[src/rtl/xcvr_pkg.sv]
package xcvr_pkg;

  // Direction and diagnostic state decoded from the two enables.
  typedef enum logic [1:0] {
    XMODE_IDLE = 2'd0,   // nothing driven
    XMODE_A2B  = 2'd1,   // A to B with parity generation
    XMODE_B2A  = 2'd2,   // B to A with parity checking
    XMODE_DIAG = 2'd3    // A to B, parity inverted, error forced
  } xmode_t;

  // Bit that completes an odd count of ones, given the XOR of the others.
  function automatic logic odd_fill(input logic xor_sum);
    return ~xor_sum;
  endfunction

  // Nine-bit group is bad when its overall XOR is 0, i.e. an even count.
  function automatic logic group_is_even(input logic xor_sum);
    return ~xor_sum;
  endfunction

endpackage

[src/rtl/xcvr_mode_decode.sv]
module xcvr_mode_decode
  import xcvr_pkg::*;
(
  input  logic   a_oe_n,
  input  logic   b_oe_n,
  output xmode_t mode,
  output logic   drive_a,
  output logic   drive_b
);

  always_comb begin
    unique case ({a_oe_n, b_oe_n})
      2'b11:   mode = XMODE_IDLE;
      2'b10:   mode = XMODE_A2B;
      2'b01:   mode = XMODE_B2A;
      default: mode = XMODE_DIAG;
    endcase
  end

  // A side drives only in pure B-to-A mode; B side drives in A2B and DIAG.
  assign drive_a = (mode == XMODE_B2A);
  assign drive_b = (mode == XMODE_A2B) || (mode == XMODE_DIAG);

endmodule

[src/rtl/xcvr_datapath.sv]
module xcvr_datapath #(
  parameter int W = 8
) (
  input  logic         drive_a,
  input  logic         drive_b,
  input  logic [W-1:0] a_in,
  input  logic [W-1:0] b_in,
  output logic [W-1:0] a_out,
  output logic [W-1:0] b_out
);

  // One inverting lane per bit, gated to zero when its side is not driven.
  for (genvar i = 0; i < W; i++) begin : g_lane
    assign b_out[i] = drive_b & ~a_in[i];
    assign a_out[i] = drive_a & ~b_in[i];
  end

endmodule

[src/rtl/xcvr_parity_unit.sv]
module xcvr_parity_unit
  import xcvr_pkg::*;
#(
  parameter int W = 8
) (
  input  xmode_t       mode,
  input  logic [W-1:0] b_drv,
  input  logic [W-1:0] b_in,
  input  logic         par_in,
  output logic         par_gen,
  output logic         err_det
);

  logic drv_xor;
  logic rx_xor;
  logic odd_bit;

  assign drv_xor = ^b_drv;
  assign rx_xor  = ^{b_in, par_in};
  assign odd_bit = odd_fill(drv_xor);

  always_comb begin
    par_gen = 1'b0;
    err_det = 1'b0;
    unique case (mode)
      XMODE_A2B:  par_gen = odd_bit;
      XMODE_DIAG: begin
        par_gen = ~odd_bit;
        err_det = 1'b1;
      end
      XMODE_B2A:  err_det = group_is_even(rx_xor);
      default: begin
        par_gen = 1'b0;
        err_det = 1'b0;
      end
    endcase
  end

endmodule

[src/rtl/xcvr_err_reg.sv]
module xcvr_err_reg (
  input  logic clk,
  input  logic clear_n,
  input  logic err_det,
  output logic err_q
);

  always_ff @(posedge clk or negedge clear_n) begin
    if (!clear_n) err_q <= 1'b0;
    else          err_q <= err_q | err_det;
  end

endmodule

[src/rtl/parity_xcvr.sv]
module parity_xcvr
  import xcvr_pkg::*;
#(
  parameter int W = 8
) (
  input  logic         clk,
  input  logic         clear_n,
  input  logic         a_oe_n,
  input  logic         b_oe_n,
  input  logic [W-1:0] a_in,
  output logic [W-1:0] a_out,
  output logic         a_out_en,
  input  logic [W-1:0] b_in,
  output logic [W-1:0] b_out,
  output logic         b_out_en,
  input  logic         par_in,
  output logic         par_out,
  output logic         par_out_en,
  output logic         err_pull
);

  xmode_t mode;
  logic   drive_a;
  logic   drive_b;
  logic   par_gen;
  logic   err_det;
  logic   err_q;

  xcvr_mode_decode u_dec (
    .a_oe_n  (a_oe_n),
    .b_oe_n  (b_oe_n),
    .mode    (mode),
    .drive_a (drive_a),
    .drive_b (drive_b)
  );

  xcvr_datapath #(.W(W)) u_dp (
    .drive_a (drive_a),
    .drive_b (drive_b),
    .a_in    (a_in),
    .b_in    (b_in),
    .a_out   (a_out),
    .b_out   (b_out)
  );

  xcvr_parity_unit #(.W(W)) u_par (
    .mode    (mode),
    .b_drv   (b_out),
    .b_in    (b_in),
    .par_in  (par_in),
    .par_gen (par_gen),
    .err_det (err_det)
  );

  xcvr_err_reg u_err (
    .clk     (clk),
    .clear_n (clear_n),
    .err_det (err_det),
    .err_q   (err_q)
  );

  assign a_out_en   = drive_a;
  assign b_out_en   = drive_b;
  assign par_out_en = drive_b;
  assign par_out    = par_gen;
  assign err_pull   = err_q;

endmodule

[config.mk]
export PLATFORM = sky130hd
export DESIGN_NAME = parity_xcvr
export DESIGN_NICKNAME = d
export VERILOG_FILES = /design/src/rtl/xcvr_pkg.sv /design/src/rtl/xcvr_mode_decode.sv /design/src/rtl/xcvr_datapath.sv /design/src/rtl/xcvr_parity_unit.sv /design/src/rtl/xcvr_err_reg.sv /design/src/rtl/parity_xcvr.sv
export SDC_FILE = /design/constraint.sdc
export NUM_CORES = 1
export LEC_CHECK = 0
export ABC_AREA = 1
export CORE_AREA = 2 2 39 41
export CTS_CLUSTER_SIZE = 28
export DETAILED_ROUTE_END_ITERATION = 7
export DIE_AREA = 0 0 41 43
export DONT_BUFFER_PORTS = 1
export GPL_TIMING_DRIVEN = 0
export MAX_ROUTING_LAYER = met4
export SKIP_CTS_REPAIR_TIMING = 1
export SLEW_MARGIN = 0
export SYNTH_ARGS = -nofsm -noshare
export SYNTH_HDL_FRONTEND = slang
export SYNTH_SLANG_ARGS = --single-unit
[constraint.sdc]
create_clock -name clk -period 1.5 [get_ports clk]
set_input_delay 0.3 -clock clk [delete_from_list [all_inputs] [get_ports clk]]
set_output_delay 0.3 -clock clk [all_outputs]
set_load 0.01 [all_outputs]
==> impl_metrics.ini <==
[global_route]
gr-usage-all-layers_pct = 9.42
grt_pass1_vias = 365
grt_pass1_wl_mm = 1.25
grt_overflow_total = 0
antenna_found_initial = 0
grt_max_degree = 10

[layout]
num_antenna_cells = 0
final_common_cell = nand2_1
drive_gt1_share_pct = 32.1
final_core_util_pct = 40.0
area_delta_synth_final_pct = 27.4
multiInputGateArea_um2 = 388
register_area_um2 = 25.0
layout.nets = 104
largest-register = u_err.err_q
nFillCells = 156
final_cell_mix = nand2_1 (22), inv_1 (11), nor2_1 (9), nand2_2 (8), nor2_4 (6)
largest_reg_flops = 1
stdcell_area_um2 = 553
reg_top3 = u_err.err_q: 1 flops

[placed_design]
dp_slack_ps = -59.1
gp_congestion = 0.634
hpwl_um = 740
placed_cell_area_um2 = 454
portBuffers = 0

[setup_path]
regToRegSetupSlack_ps = 850
crit_type = input port to output pin
required_ps = 1200
rr_worst_depth = 2
start_kind = input port
r2r_end = u_err.err_q
path_max_fanout = 5
crit_path_end_kind = output pin
arrival_ps = 1170
rr_startpoint = u_err.err_q

[sta]
fin_crit_sh_pct = 98.0
setup_violations = 0
fin_tns_setup_ps = 0
setup_ws_ps = 30.3
drv_slew = 0
rsz0062_at_grt = yes
worst_pin_slew_ps = 245
clock_skew_ps = 0
final_hold_viol_count = 0
fmax_mhz = 680
slew_headroom_pct = 83.6
layout_min_cycle_time_ps = 1470

[synth]
yosysSeqAreaShare_pct = 5.76
syn_area_per_cell_um2 = 5.43
ys_types = 17
synth_area_um2 = 434
synthCells = 80
synth_warnings = 0
ys_seq_elements = 1
synthesis.nets = 101

[detailed_routing]
dr.first_iter.drc_count = 4
dr.pass1.iters = 3
wl_per_cell_um = 9.42
drc_errors = 0
vias = 452
viasPerCell = 4.66
ant_nets = 0
routed_wl_um = 914

[run]
cap_violations = 0

[floorplanning]
io_pins = 42
dieHeight_um = 43
rows = 14
initial_core_util_pct = 31.4
die_area_um2 = 1760
die_x_um = 41
core_um2 = 1380

[worst_hold_path]
hold_class = input port to asynchronous set/reset pin

[power]
p_total_mw = 0.187
p_per_area_nw_per_um2 = 339
max-vdd-ir-drop_mv = 0.146
power_leakage_nw = 0.292

[clocking]
insertion_delay_ps = 0
clkTransAtPathRegs_ps = 0

[run_status]
status = complete, no violations
metrics by stage:
| stage | hold slack (ps) | std cells |
|---|---|---|
| floorplan | 4.41 | 80 |
| global placement | 4.44 | 96 |
| detailed placement | 4.44 | 96 |
| CTS | 4.44 | 96 |
| global route | 4.29 | 97 |
| finish | 4.29 | 97 |
kinds of logic (layout without fill, tap and decap cells):
family,after synthesis,count (layout),synth area share (%)
simple gates,55,55,61.1
compound gates,1,1,2.02
buf+inv,16,17,17.0
flops,1,1,5.76
xor+xnor,7,7,14.1
power breakdown:
group	internal (mW)	switching, mW
clock	0	0
combinational	0.0681	0.0917
sequential	0.0275	0
cell type report:
| type | instances | share of cell area (%) |
|---|---|---|
| sequential | 1 | 4.52 |
| buffer | 2 | 6.33 |
| timing repair buffer | 1 | 4.52 |
| inverter | 14 | 10.9 |
| multi-input combinational | 63 | 70.1 |
| tap | 16 | 3.62 |
synth_stat cells:
master     n  area, µm²
nand2_1   28        105
inv_1     11       41.3
nor2_1    10       37.5
nand3_1    7       35.0
nor2_2     4       25.0
xnor2_1    4       35.0
xor2_1     3       26.3
inv_2      2       7.51
nand2_2    2       12.5
nor2_4     2       22.5
buf_4      1       7.51
buf_6      1       11.3
dfrtp_1    1       25.0
inv_4      1       6.26
nand3b_1   1       7.51
nor2_8     1       20.0
o21ai_2    1       8.76
routing by layer:
metal | global-route usage, % | share of wire (%)
met1 | 11.4 | 37
met2 | 16.9 | 52
met3 | 1.05 | 11
met4 | 0 | 0
met5 | - | 0
critical path: stages:
cell and delay [ps]:
buf_16 130, nor2_4 110, nand2_1 100, nand2_2 80
nand3_2 60, nand2_2 80, inv_1 50, nand2_2 60
nand3b_1 90, nand2_2 100
how the worst max path moves through the flow:
stage / start / endpoint / slack (ps)
after floorplan: b_oe_n / par_out / 40
after global placement: b_oe_n / par_out / -30
after detailed placement: b_oe_n / par_out / -60
after CTS: b_oe_n / par_out / -60
after global routing: b_oe_n / par_out / -80
final: b_oe_n / par_out / 30
No activity file was read; power rests on OpenSTA's default activity.
